<file path="src/rtl/stu_pkg.sv">
package stu_pkg;
  localparam int STU_W = 32;
  localparam logic [STU_W-1:0] STU_STICKY_DEF = 32'h2020_0FFF;
  localparam logic [STU_W-1:0] STU_LIVE_DEF   = 32'h001F_F000;
endpackage

</file>
<file path="src/rtl/stu_sticky_bank.sv">
module stu_sticky_bank #(
  parameter int W = 32,
  parameter logic [W-1:0] STICKY_SEL = '0
) (
  input  logic         clk,
  input  logic         rst,
  input  logic [W-1:0] evt_i,
  input  logic         clr_we_i,
  input  logic [W-1:0] clr_data_i,
  output logic [W-1:0] sticky_o
);
  for (genvar i = 0; i < W; i++) begin : g_bit
    if (STICKY_SEL[i]) begin : g_flag
      logic bit_q;
      always_ff @(posedge clk) begin
        if (rst)
          bit_q <= 1'b0;
        else if (evt_i[i])
          bit_q <= 1'b1;
        else if (clr_we_i && clr_data_i[i])
          bit_q <= 1'b0;
      end
      assign sticky_o[i] = bit_q;
    end else begin : g_none
      assign sticky_o[i] = 1'b0;
    end
  end

  // a set bit that is not cleared stays set
  p_hold_r2: assert property (@(posedge clk) disable iff (rst)
    !rst |=> ((sticky_o & $past(sticky_o & ~(clr_we_i ? clr_data_i : '0)))
              == $past(sticky_o & ~(clr_we_i ? clr_data_i : '0))));

  // an event is never lost, even under a same-cycle clear
  p_event_wins_r4: assert property (@(posedge clk) disable iff (rst)
    !rst |=> ((sticky_o & $past(evt_i & STICKY_SEL)) == $past(evt_i & STICKY_SEL)));

  // a cleared bit with no event is low afterwards
  p_clear_r3: assert property (@(posedge clk) disable iff (rst)
    !rst |=> ((sticky_o & $past(clr_we_i ? (clr_data_i & ~evt_i) : '0)) == '0));
endmodule

</file>
<file path="src/rtl/stu_live_stage.sv">
module stu_live_stage #(
  parameter int W = 32,
  parameter logic [W-1:0] LIVE_SEL = '0
) (
  input  logic         clk,
  input  logic         rst,
  input  logic [W-1:0] live_i,
  output logic [W-1:0] live_o
);
  for (genvar i = 0; i < W; i++) begin : g_bit
    if (LIVE_SEL[i]) begin : g_track
      logic lvl_q;
      always_ff @(posedge clk) begin
        if (rst) lvl_q <= 1'b0;
        else     lvl_q <= live_i[i];
      end
      assign live_o[i] = lvl_q;
    end else begin : g_none
      assign live_o[i] = 1'b0;
    end
  end

  // live positions follow the input one edge later
  p_live_follow_r5: assert property (@(posedge clk) disable iff (rst)
    !rst |=> ((live_o & LIVE_SEL) == ($past(live_i) & LIVE_SEL)));
endmodule

</file>
<file path="src/rtl/stu_mask_reg.sv">
module stu_mask_reg #(
  parameter int W = 32
) (
  input  logic         clk,
  input  logic         rst,
  input  logic         we_i,
  input  logic [W-1:0] data_i,
  output logic [W-1:0] mask_o
);
  logic [W-1:0] mask_q;

  always_ff @(posedge clk) begin
    if (rst)       mask_q <= '0;
    else if (we_i) mask_q <= data_i;
  end
  assign mask_o = mask_q;

  // mask holds without a write
  p_mask_hold_r8: assert property (@(posedge clk) disable iff (rst)
    !we_i |=> $stable(mask_q));
  // a write loads the data
  p_mask_load_r8: assert property (@(posedge clk) disable iff (rst)
    we_i |=> (mask_q == $past(data_i)));
endmodule

</file>
<file path="src/rtl/stu_irq_reduce.sv">
module stu_irq_reduce #(
  parameter int W = 32
) (
  input  logic         clk,
  input  logic         rst,
  input  logic [W-1:0] status_i,
  input  logic [W-1:0] mask_i,
  output logic         irq_o
);
  logic irq_q;

  always_ff @(posedge clk) begin
    if (rst) irq_q <= 1'b0;
    else     irq_q <= |(status_i & mask_i);
  end
  assign irq_o = irq_q;

  // request reflects the previous cycle's masked status
  p_irq_r9: assert property (@(posedge clk) disable iff (rst)
    !rst |=> (irq_q == ($past(status_i & mask_i) != '0)));
endmodule

</file>
<file path="src/rtl/status_merge_unit.sv">
module status_merge_unit
  import stu_pkg::*;
#(
  parameter int W = STU_W,
  parameter logic [W-1:0] STICKY_SEL = STU_STICKY_DEF,
  parameter logic [W-1:0] LIVE_SEL   = STU_LIVE_DEF
) (
  input  logic         clk,
  input  logic         rst,
  input  logic [W-1:0] evt_i,
  input  logic [W-1:0] live_i,
  input  logic         clr_we,
  input  logic [W-1:0] clr_data,
  input  logic         msk_we,
  input  logic [W-1:0] msk_data,
  output logic [W-1:0] status_o,
  output logic [W-1:0] mask_o,
  output logic         irq_o
);
  localparam logic [W-1:0] UNUSED_SEL = ~(STICKY_SEL | LIVE_SEL);

  logic [W-1:0] sticky_w;
  logic [W-1:0] live_w;

  stu_sticky_bank #(.W(W), .STICKY_SEL(STICKY_SEL)) u_sticky (
    .clk(clk), .rst(rst), .evt_i(evt_i), .clr_we_i(clr_we),
    .clr_data_i(clr_data), .sticky_o(sticky_w));

  stu_live_stage #(.W(W), .LIVE_SEL(LIVE_SEL)) u_live (
    .clk(clk), .rst(rst), .live_i(live_i), .live_o(live_w));

  stu_mask_reg #(.W(W)) u_mask (
    .clk(clk), .rst(rst), .we_i(msk_we), .data_i(msk_data), .mask_o(mask_o));

  assign status_o = sticky_w | live_w;

  stu_irq_reduce #(.W(W)) u_irq (
    .clk(clk), .rst(rst), .status_i(status_o), .mask_i(mask_o), .irq_o(irq_o));

  // unused positions never read as set
  p_unused_zero_r6: assert property (@(posedge clk) disable iff (rst)
    (status_o & UNUSED_SEL) == '0);
  // outputs cleared after a reset cycle
  p_reset_r1: assert property (@(posedge clk)
    rst |=> (status_o == '0 && mask_o == '0 && irq_o == 1'b0));
endmodule

</file>
<file path="config.mk">
export PLATFORM = sky130hd
export DESIGN_NAME = status_merge_unit
export DESIGN_NICKNAME = d
export VERILOG_FILES = /design/src/rtl/stu_pkg.sv /design/src/rtl/stu_sticky_bank.sv /design/src/rtl/stu_live_stage.sv /design/src/rtl/stu_mask_reg.sv /design/src/rtl/stu_irq_reduce.sv /design/src/rtl/status_merge_unit.sv
export SDC_FILE = /design/constraint.sdc
export NUM_CORES = 1
export LEC_CHECK = 0
export BUFFER_PORTS_ARGS = -buffer_cell sky130_fd_sc_hd__buf_2
export CORE_MARGIN = 4
export CORE_UTILIZATION = 35
export CTS_CLUSTER_SIZE = 24
export DETAILED_ROUTE_END_ITERATION = 7
export GPL_ROUTABILITY_DRIVEN = 0
export GPL_TIMING_DRIVEN = 0
export PLACE_DENSITY = 0.69
export SLEW_MARGIN = 10
export SYNTH_ARGS = -nofsm -noshare
export SYNTH_HDL_FRONTEND = slang
export SYNTH_HIERARCHICAL = 1
export SYNTH_SLANG_ARGS = --single-unit
</file>
<file path="constraint.sdc">
create_clock -name clk -period 3.4 [get_ports clk]
set_clock_uncertainty 0.15 [all_clocks]
set_input_delay 0.51 -clock clk [delete_from_list [all_inputs] [get_ports clk]]
set_output_delay 0.51 -clock clk [all_outputs]
set_load 0.05 [all_outputs]
</file>
==> metrics.csv, run 1 <==
stage,metric,value,unit
synth,synth-seq-cells,56,
floorplan,ios,197,
cells_and_area,nets,605,
floorplan,die_w,98.60,um
global_route,grt_pass1_wl,11280,um
timing,max_freq,532.1,MHz
timing,post-route-worst-setup-slack,1.520,ns
timing,period_share,0.5528,
synth,ys_async_sr_fraction,0,
timing,tightest_slew,0.5793,ns
clock_network,insertion_delay,0.30,ns
floorplan,fp.dieH,98.60,um
power,seqPwrFrac,0.406,
global_route,grt_start_max_net_pins,21,
global_route,antenna_found_initial,0,
global_route,globalRouteTotalUtil,0.1465,
route,wl_per_cell,12.31,um
synth,yosysUniqueCellTypes,17,
synth,synthMostInstantiatedCell,buf_4,
clock_network,h-tree-depth,2,
clock_network,numClockSinks,56,
job,drv_cap,0,
timing,relSlewSlack,0.6138,
cells_and_area,diodes,0,
power,total_power,1.778,mW
synth,yosys.area.top_type,dfxtp_1,
synth,ys.flop_type,dfxtp_1,
global_route,grt_pass1_vias,2382,
timing,setup_viol,0,
critical_path,cp_data_arrival_time,1.22,ns
route,vias_per_cell,4.141,
place,dp_cells,568,
timing,slew_violations,0,
synth,netlist_instances,300,
synth,synth_area_leaders,"dfxtp_1 (39%), buf_4 (17%), mux2i_1 (11%), or2_1 (7.0%), nor2_1 (6.0%)",
floorplan,core-area,7848,um^2
route,vias,2385,
power,peakVddDrop,0.0002727,V
min_path,hold_path.class,in2reg,
clock_network,path_clk_slew,0.10,ns
critical_path,cp.required,2.74,ns
power,clkPwrFrac,0.328,
route,ant_nets,0,
place,place_ws,1.506,ns
floorplan,start_util,0.3661,
route,drc,0,
power,swShare,0.3008,
floorplan,dieArea,9721,um^2
place,portBuffers,127,
route,routed_wl,7092,um
timing,fin_tns_setup,0,ns
clock_network,post_cts_buffers,0,
floorplan,fp-row-count,32,
timing,rsz0062_at_grt,no,
timing,hold_viol,0,
clock_network,cts-root-buf,clkbuf_8,
power,p_int,1.243,mW
critical_path,worstSetupPathType,reg2out,
critical_path,start_kind,register,
power,power_switching,0.5347,mW
outcome,outcome,finished clean,
cells_and_area,area_delta_synth_final,37.20,%
critical_path,path_max_fanout,2,
cells_and_area,drive_gt1_frac,0.4578,
synth,syn_area_per_cell,9.576,um^2
clock_network,cts_max_path_buffers,2,
power,powerDensity,451.0,nW/um^2
synth,yosysWarnings,6,
critical_path,crit_path_end_kind,primary output,
power,combPwrFrac,0.266,
synth,synth_edf_count,0,
clock_network,cts_resized,0,
synth,yosysSeqAreaShare,0.3902,
timing,fin_crit,1.880,ns
synth,synth_commonest_cells,"buf_4 (64), dfxtp_1 (56), nor2_1 (46), mux2i_1 (32), or2_1 (32)",
clock_network,cts_inserted_buffers,5,
clock_network,cts_hold_buf,0,
synth,netlist_area,2873,um^2
route,firstDrtPassIters,4,
cells_and_area,fin_cells,576,
clock_network,cts_tree,yes,
synth,yosysTopAreaCellShare,0.3902,
route,drt_iter0_markers,64,
power,p_leak,2.135,nW
place,hpwl,5767,um
global_route,global_route.overflow_total,0,
==> cell type report <==
type / count / area, um^2
Buffer: 73 / 585.6
Clock buffer: 5 / 68.82
Clock inverter: 3 / 90.09
Fill cell: 776 / 3906
Inverter: 15 / 56.30
Multi-Input combinational cell: 195 / 1256
Sequential cell: 56 / 1121
Tap cell: 102 / 127.6
Timing Repair Buffer: 127 / 635.6
==> power by group through the flow <==
stage | clock network, mW | registers, mW | logic, mW
global route | 0.634 | 0.728 | 0.507
detailed placement | 0 | 0.737 | 0.475
floorplan | 0 | 0.814 | 0.272
finish | 0.583 | 0.722 | 0.472
global placement | 0 | 0.736 | 0.469
CTS | 0.606 | 0.722 | 0.475
==> state kept, by name (all words and copies together) (netlist names) <==
| signal | cells |
|---|---|
| u_irq/irq_o | 1 |
| u_live/g_bit.g_track.lvl_q | 9 |
| u_mask/mask_o | 32 |
| u_sticky/g_bit.g_flag.bit_q | 14 |
==> through the flow <==
step / hold WS, ns / area, um^2 / util
floorplan: 0.3177 / 3019 / -
global placement: 0.3275 / 3782 / 0.4820
detailed placement: 0.3339 / 3782 / 0.4820
CTS: 0.2254 / 3941 / 0.5022
global route: 0.2250 / 3941 / 0.5022
finish: 0.2414 / 3941 / 0.5022
==> worst paths after layout <==
| kind | start | end | cells past startpoint | slack, ns |
|---|---|---|---|---|
| worst max register to register | u_live/g_bit[14].g_track.lvl_q | u_irq/irq_o | 5 | 1.54 |
| worst min-delay path | clr_data[21] | u_sticky/g_bit[21].g_flag.bit_q | 2 | 0.24 |
| worst max-delay path | u_sticky/g_bit[6].g_flag.bit_q | status_o[6] | 3 | 1.52 |
| worst min register to register | u_sticky/g_bit[21].g_flag.bit_q | u_sticky/g_bit[21].g_flag.bit_q | 2 | 0.35 |
==> cells in the final DEF (no fill, tap or decap) <==
cell,instances
buf_2,127
or2_1,32
nor2b_1,9
nand4_1,4
buf_4,64
a22oi_2,1
inv_1,15
mux2i_1,32
nor2_1,46
buf_12,3
dfxtp_1,56
buf_6,3
a311oi_1,3
conb_1,41
clkbuf_1,3
o41a_1,1
bufinv_16,3
clkbuf_8,5
a22oi_1,15
a311oi_2,11
==> critical path, cell delays in order, from the launching register on <==
cell and delay, ns:
dfxtp_1 0.33, buf_4 0.13, or2_1 0.23, buf_2 0.22
==> per-layer routing <==
| layer | vias up | track usage | part of all wire |
|---|---|---|---|
| met5 | - | 0 | 0 |
| met4 | 0 | 0.03571 | 0.0078 |
| met3 | 6 | 0.03680 | 0.081 |
| met2 | 96 | 0.2564 | 0.48 |
| met1 | 1039 | 0.1804 | 0.43 |
| li1 | 1244 | - | - |
==> logic make-up (layout without fill, tap and decap cells) <==
family / count (synthesis) / in the layout / share of synthesized area
and+or+nand+nor: 91 / 91 / 0.1581
buffers and inverters: 88 / 223 / 0.2234
muxes: 32 / 32 / 0.1115
AOI/OAI and AO/OA: 31 / 31 / 0.1141
DFF: 56 / 56 / 0.3902
other: 2 / 41 / 0.002614
Power figures use the tool's default switching activity.
==> inputs of run 2 (changes only) <==
- PLACE_DENSITY: 0.69 -> 0.72
- clock period: 3.4 -> 1.6 ns (I/O delays scaled with it)
==> run 2 against run 1 <==
  * The run now ends with negative setup slack left
  * Combinational power rose by 130%
  * Clock power rose by 37%
  * Sequential cell count did not move
  * Die area did not move
  * Non-clock buffer count rose by 12
==> metrics.csv, run 2 (synthesis results as in run 1) <==
stage,metric,value,unit,change
cells_and_area,nets,617,,was 605
global_route,grt_start_max_net_pins,21,,unchanged
clock_network,cts_max_path_buffers,2,,unchanged
clock_network,cts_inserted_buffers,5,,unchanged
floorplan,fp.dieH,98.60,um,unchanged
critical_path,crit_path_end_kind,register,,was primary output
power,powerDensity,817.1,nW/um^2,was 451.0 nW/um^2
job,drv_cap,0,,unchanged
global_route,grt_pass1_vias,2474,,"was 2,382"
global_route,antenna_found_initial,0,,unchanged
clock_network,post_cts_buffers,0,,unchanged
place,dp_cells,568,,unchanged
outcome,violations,negative setup slack,,
timing,slew_violations,0,,unchanged
route,drt_iter0_markers,30,,was 64
place,portBuffers,127,,unchanged
floorplan,ios,197,,unchanged
outcome,outcome,"finished, violations left",,was finished clean
critical_path,cp.required,1.65,ns,was 2.74 ns
place,hpwl,5813,um,was 5767 um
cells_and_area,largest_reg_flops,32,,unchanged
critical_path,reg2reg_slack,-0.01,ns,was 1.54 ns
global_route,globalRouteTotalUtil,0.1537,,was 0.1465
clock_network,cts-root-buf,clkbuf_8,,unchanged
min_path,whs_path_depth,3,,was 2
cells_and_area,nFillCells,710,,was 776
clock_network,cts_tree,yes,,unchanged
timing,relSlewSlack,0.5814,,was 0.6138
critical_path,start_kind,register,,unchanged
critical_path,cp_data_arrival_time,1.66,ns,was 1.22 ns
cells_and_area,diodes,0,,unchanged
floorplan,core-area,7848,um^2,unchanged
timing,hold_viol,0,,unchanged
critical_path,r2r-end,u_irq/irq_o,,unchanged
route,vias,2442,,"was 2,385"
floorplan,fp-row-count,32,,unchanged
global_route,global_route.overflow_total,0,,unchanged
timing,fin_tns_setup,-0.009852,ns,was 0 ns
cells_and_area,fin_cells,588,,was 576
min_path,min_to,u_mask/mask_o[25],,was u_sticky/g_bit[21].g_flag.bit_q
critical_path,path_max_fanout,2,,unchanged
timing,rsz0062_at_grt,yes,,was no
critical_path,r2r-start,u_sticky/g_bit[5].g_flag.bit_q,,was u_live/g_bit[14].g_track.lvl_q
global_route,grt_pass1_wl,12050,um,"was 11,280 um"
cells_and_area,drive_gt1_frac,0.5185,,was 0.4578
timing,period_share,1.006,,
clock_network,numClockSinks,56,,unchanged
clock_network,h-tree-depth,2,,unchanged
power,peakVddDrop,0.0003998,V,was 0.0002727 V
floorplan,die_w,98.60,um,unchanged
floorplan,dieArea,9721,um^2,unchanged
cells_and_area,final_cell_mix,"buf_2 (119), buf_4 (56), nor2_1 (46), dfxtp_1 (45), conb_1 (41)",,"was buf_2 (127), buf_4 (64), dfxtp_1 (56), nor2_1 (46), conb_1 (41)"
route,wl_per_cell,12.44,um,was 12.31 um
timing,tightest_slew,0.6279,ns,was 0.5793 ns
route,drc,0,,unchanged
cells_and_area,area_delta_synth_final,46.34,%,was 37.20%
timing,max_freq,621.2,MHz,
route,firstDrtPassIters,4,,unchanged
floorplan,start_util,0.3661,,unchanged
timing,fin_crit,1.610,ns,
cells_and_area,final_common_cell,buf_2,,unchanged
timing,post-route-worst-setup-slack,-0.009852,ns,was 1.520 ns
route,vias_per_cell,4.153,,was 4.141
min_path,hold_path.class,in2reg,,unchanged
route,routed_wl,7312,um,was 7092 um
clock_network,insertion_delay,0.31,ns,was 0.30 ns
critical_path,worstSetupPathType,reg2reg,,was reg2out
route,ant_nets,0,,unchanged
power,p_leak,2.184,nW,was 2.135 nW
critical_path,rr_worst_depth,5,,unchanged
min_path,worstHoldStart,msk_data[25],,was clr_data[21]
timing,setup_viol,1,,was 0
clock_network,path_clk_slew,0.11,ns,was 0.10 ns
-- run 2: cell count changes in the layout (fill, tap and decap cells not counted), sizes merged --
| cell | change |
|---|---|
| clkinv | +1 |
| buf | -14 |
| dlygate4sd3 | +26 |
| clkinvlp | +2 |
| bufinv | -3 |
-- run 2: worst max-delay path, stage by stage (launching register included) --
cell     delay [ns]
dfxtp_2        0.34
buf_4          0.12
or2_4          0.23
a22oi_2        0.15
nand4_1        0.13
o41a_1         0.38
-- run 2: where the power goes --
part           internal, mW  switching, mW
clock                 0.312          0.488
sequential             1.49         0.0608
combinational         0.447          0.641
total                  2.24           1.19
-- run 2: how the worst max path moves through the flow --
stage | start | endpoint | cells after the start
final | u_sticky/g_bit[5].g_flag.bit_q | u_irq/irq_o | 5
after detailed placement | u_live/g_bit[14].g_track.lvl_q | u_irq/irq_o | 5
after global routing | u_sticky/g_bit[21].g_flag.bit_q | u_irq/irq_o | 5
after CTS | u_live/g_bit[14].g_track.lvl_q | u_irq/irq_o | 4
after global placement | u_live/g_bit[14].g_track.lvl_q | u_irq/irq_o | 5
after floorplan | u_sticky/g_bit[8].g_flag.bit_q | u_irq/irq_o | 5
-- run 2: final cells by class --
| type | count | area, um^2 | area share |
|---|---|---|---|
| Inverter | 15 | 56.30 | 0.01339 |
| Sequential cell | 56 | 1135 | 0.2699 |
| Tap cell | 102 | 127.6 | 0.03036 |
| Multi-Input combinational cell | 195 | 1389 | 0.3304 |
| Clock inverter | 3 | 23.77 | 0.005655 |
| Buffer | 59 | 480.5 | 0.1143 |
| Clock buffer | 5 | 68.82 | 0.01637 |
| Timing Repair Buffer | 153 | 923.4 | 0.2196 |
-- run 2: per-layer routing --
metal | vias up | GRT usage | routed length [um]
li1 | 1267 | - | -
met2 | 82 | 0.2829 | 3798
met5 | - | 0 | 0
met1 | 1089 | 0.1791 | 2923
met4 | 0 | 0.03466 | 60
met3 | 4 | 0.03822 | 530
-- run 2: metrics by stage --
step                      worst slack [ns]    util  area, um^2  hold slack [ns]  power (mW)
after detailed placement           -0.3376  0.4900        3845           0.2978       2.613
after CTS                         -0.02392  0.5328        4182        0.0007671       3.467
after floorplan                   -0.07055       -        3082           0.1616       2.353
after global routing               -0.1136  0.5357        4204          0.01248       3.613
after global placement             -0.3345  0.4900        3845           0.2900       2.598
final                            -0.009852  0.5357        4204          0.01216       3.435
-- run 2: repair_timing --
item | CTS | global route
resized for setup | 27 | 14
hold endpoints to repair | 26 | 0
endpoints found under the setup margin | 7 | 9
pin swaps | 36 | 0
hold buffers | 26 | 0
==> inputs of run 3 (changes only) <==
- PLACE_DENSITY: 0.72 -> default
- PLACE_DENSITY_LB_ADDON: default -> 0.08
==> run 3 against run 2 <==
  * Count of clock-buffer cells in the layout up 2
  * Sequential share of layout area up 0.75 points
  * The flow now finishes without violations
  * Cell count down 1.5%
  * Register-to-register slack better by 0.04 ns
  * Non-clock buffer count down 9
  * Largest power group unchanged
  * Global-route usage down 0.12 points
  * Largest cell class is now multi-input gates
  * Worst setup slack better by 0.036 ns
==> metrics.csv, run 3 (synthesis results as in run 1) <==
stage,metric,value,unit,change
outcome,outcome,finished clean,,"was finished, violations left"
cells_and_area,area_delta_synth_final,42.99,%,was 46.34%
power,p_leak,2.139,nW,was 2.184 nW
global_route,globalRouteTotalUtil,0.1526,,was 0.1537
timing,tightest_slew,0.5522,ns,was 0.6279 ns
place,dp_cells,568,,unchanged
cells_and_area,fin_cells,579,,was 588
critical_path,cp-startpoint,u_live/g_bit[15].g_track.lvl_q,,was u_sticky/g_bit[5].g_flag.bit_q
critical_path,max_stage_delay,0.42,ns,was 0.38 ns
route,wl_per_cell,12.83,um,was 12.44 um
critical_path,worstPathCellList,"or2_4, a22oi_2, nand4_1, o41a_1",,"was buf_4, or2_4, a22oi_2, nand4_1, o41a_1"
critical_path,worstSetupPathType,reg2reg,,unchanged
floorplan,ios,197,,unchanged
timing,max_freq,635.4,MHz,was 621.2 MHz
cells_and_area,drive_gt1_frac,0.5262,,was 0.5185
clock_network,insertion_delay,0.31,ns,about the same
critical_path,rr_worst_depth,4,,was 5
power,peakVddDrop,0.0003938,V,was 0.0003998 V
cells_and_area,nFillCells,776,,was 710
floorplan,die_w,98.60,um,unchanged
cells_and_area,diodes,0,,unchanged
critical_path,reg2reg_slack,0.03,ns,was -0.01 ns
global_route,antenna_found_initial,0,,unchanged
cells_and_area,nets,608,,was 617
global_route,grt_pass1_wl,11830,um,"was 12,050 um"
route,vias,2388,,"was 2,442"
global_route,global_route.overflow_total,0,,unchanged
critical_path,cp_data_arrival_time,1.63,ns,was 1.66 ns
timing,rsz0062_at_grt,yes,,unchanged
place,hpwl,5683,um,was 5813 um
cells_and_area,multi_input_area,1389,um^2,unchanged
cells_and_area,regArea,1140,um^2,was 1135 um^2
timing,whs,0.009268,ns,was 0.01216 ns
clock_network,cts-root-buf,clkbuf_8,,unchanged
critical_path,critPathSlowestCell,o41a_1,,unchanged
route,routed_wl,7426,um,was 7312 um
critical_path,cp.required,1.65,ns,about the same
critical_path,setup.worst_path.end,u_irq/irq_o,,unchanged
timing,period_share,0.9836,,was 1.006
clock_network,numClockSinks,56,,unchanged
timing,post-route-worst-setup-slack,0.02619,ns,was -0.009852 ns
floorplan,start_util,0.3661,,unchanged
floorplan,fp-row-count,32,,unchanged
cells_and_area,final_cell_mix,"buf_2 (125), buf_4 (48), nor2_1 (46), dfxtp_1 (41), conb_1 (41)",,"was buf_2 (119), buf_4 (56), nor2_1 (46), dfxtp_1 (45), conb_1 (41)"
critical_path,r2r-end,u_irq/irq_o,,unchanged
job,drv_cap,0,,unchanged
cells_and_area,final_common_cell,buf_2,,unchanged
place,place_ws,-0.1824,ns,was -0.3376 ns
global_route,grt_pass1_vias,2394,,"was 2,474"
cells_and_area,largest_reg_flops,32,,unchanged
clock_network,cts_tree,yes,,unchanged
route,ant_nets,0,,unchanged
global_route,grt_start_max_net_pins,21,,unchanged
cells_and_area,final_util,0.5234,,was 0.5357
route,vias_per_cell,4.124,,was 4.153
timing,setup_viol,0,,was 1
clock_network,cts_inserted_buffers,5,,unchanged
clock_network,h-tree-depth,2,,unchanged
min_path,whs_path_depth,3,,unchanged
timing,fin_crit,1.574,ns,was 1.610 ns
critical_path,path_max_fanout,2,,unchanged
min_path,hold_path.class,in2reg,,unchanged
route,drt_iter0_markers,52,,was 30
timing,relSlewSlack,0.6318,,was 0.5814
timing,hold_viol,0,,unchanged
floorplan,fp.dieH,98.60,um,unchanged
power,powerDensity,833.9,nW/um^2,was 817.1 nW/um^2
clock_network,path_clk_slew,0.10,ns,was 0.11 ns
critical_path,r2r-start,u_live/g_bit[15].g_track.lvl_q,,was u_sticky/g_bit[5].g_flag.bit_q
route,firstDrtPassIters,4,,unchanged
route,drc,0,,unchanged
timing,slew_violations,0,,unchanged
place,portBuffers,127,,unchanged
timing,fin_tns_setup,0,ns,was -0.009852 ns
clock_network,cts_max_path_buffers,2,,unchanged
critical_path,crit_path_end_kind,register,,unchanged
critical_path,start_kind,register,,unchanged
floorplan,dieArea,9721,um^2,unchanged
floorplan,core-area,7848,um^2,unchanged
==> run 3: cell count changes in the layout (fill, tap and decap cells not counted), sizes merged <==
cell         before  now
clkinv            1    0
clkinvlp          2    1
clkbuf            8   10
buf             183  179
dlygate4sd3      26   21
==> run 3: cell type report <==
class | instances | area share
clock buffer | 7 | 0.02102
buffer | 53 | 0.1060
inverter | 15 | 0.01371
timing repair buffer | 150 | 0.2108
sequential | 56 | 0.2775
multi-input combinational | 195 | 0.3381
clock inverter | 1 | 0.001828
tap | 102 | 0.03107
==> run 3: worst min path at each step <==
stage | from | to
2_1_floorplan | rst | u_live/g_bit[12].g_track.lvl_q
3_3_place_gp | clr_data[29] | u_sticky/g_bit[29].g_flag.bit_q
3_5_place_dp | clr_data[6] | u_sticky/g_bit[6].g_flag.bit_q
4_1_cts | clr_data[3] | u_sticky/g_bit[3].g_flag.bit_q
5_1_grt | msk_data[4] | u_mask/mask_o[4]
6_report | msk_data[0] | u_mask/mask_o[0]
==> run 3: per-layer routing <==
metal | up-vias | global-route usage | wire [um]
met4 | 0 | 0.03151 | 43
met1 | 1060 | 0.1850 | 3163
met3 | 4 | 0.04388 | 571
li1 | 1245 | - | -
met2 | 79 | 0.2689 | 3647
met5 | - | 0 | 0
==> run 3: critical path: cells and delay by family, from the launching register on <==
kind / cells / cell delay [ns]
compound gates: 2 / 0.59
flops: 1 / 0.31
simple gates: 2 / 0.41
==> run 3: timing repair <==
item,CTS,global route
hold endpoints to repair,21,0
hold buffers,21,0
endpoints found under the setup margin,4,9
buffers inserted,1,1
pin swaps,32,19
gates resized for setup,21,11
==> run 3: power breakdown <==
part	internal, mW	switching, mW	leakage, nW
Clock	0.353	0.463	0.0445
Sequential	1.49	0.0596	0.468
Combinational	0.425	0.637	1.63
Total	2.27	1.16	2.14
==> run 3: metrics by stage <==
step	instance area (um^2)	power [mW]
3_3_place_gp	3845	2.600
5_1_grt	4108	3.607
2_1_floorplan	3082	2.353
4_1_cts	4128	3.478
6_report	4108	3.425
3_5_place_dp	3845	2.611
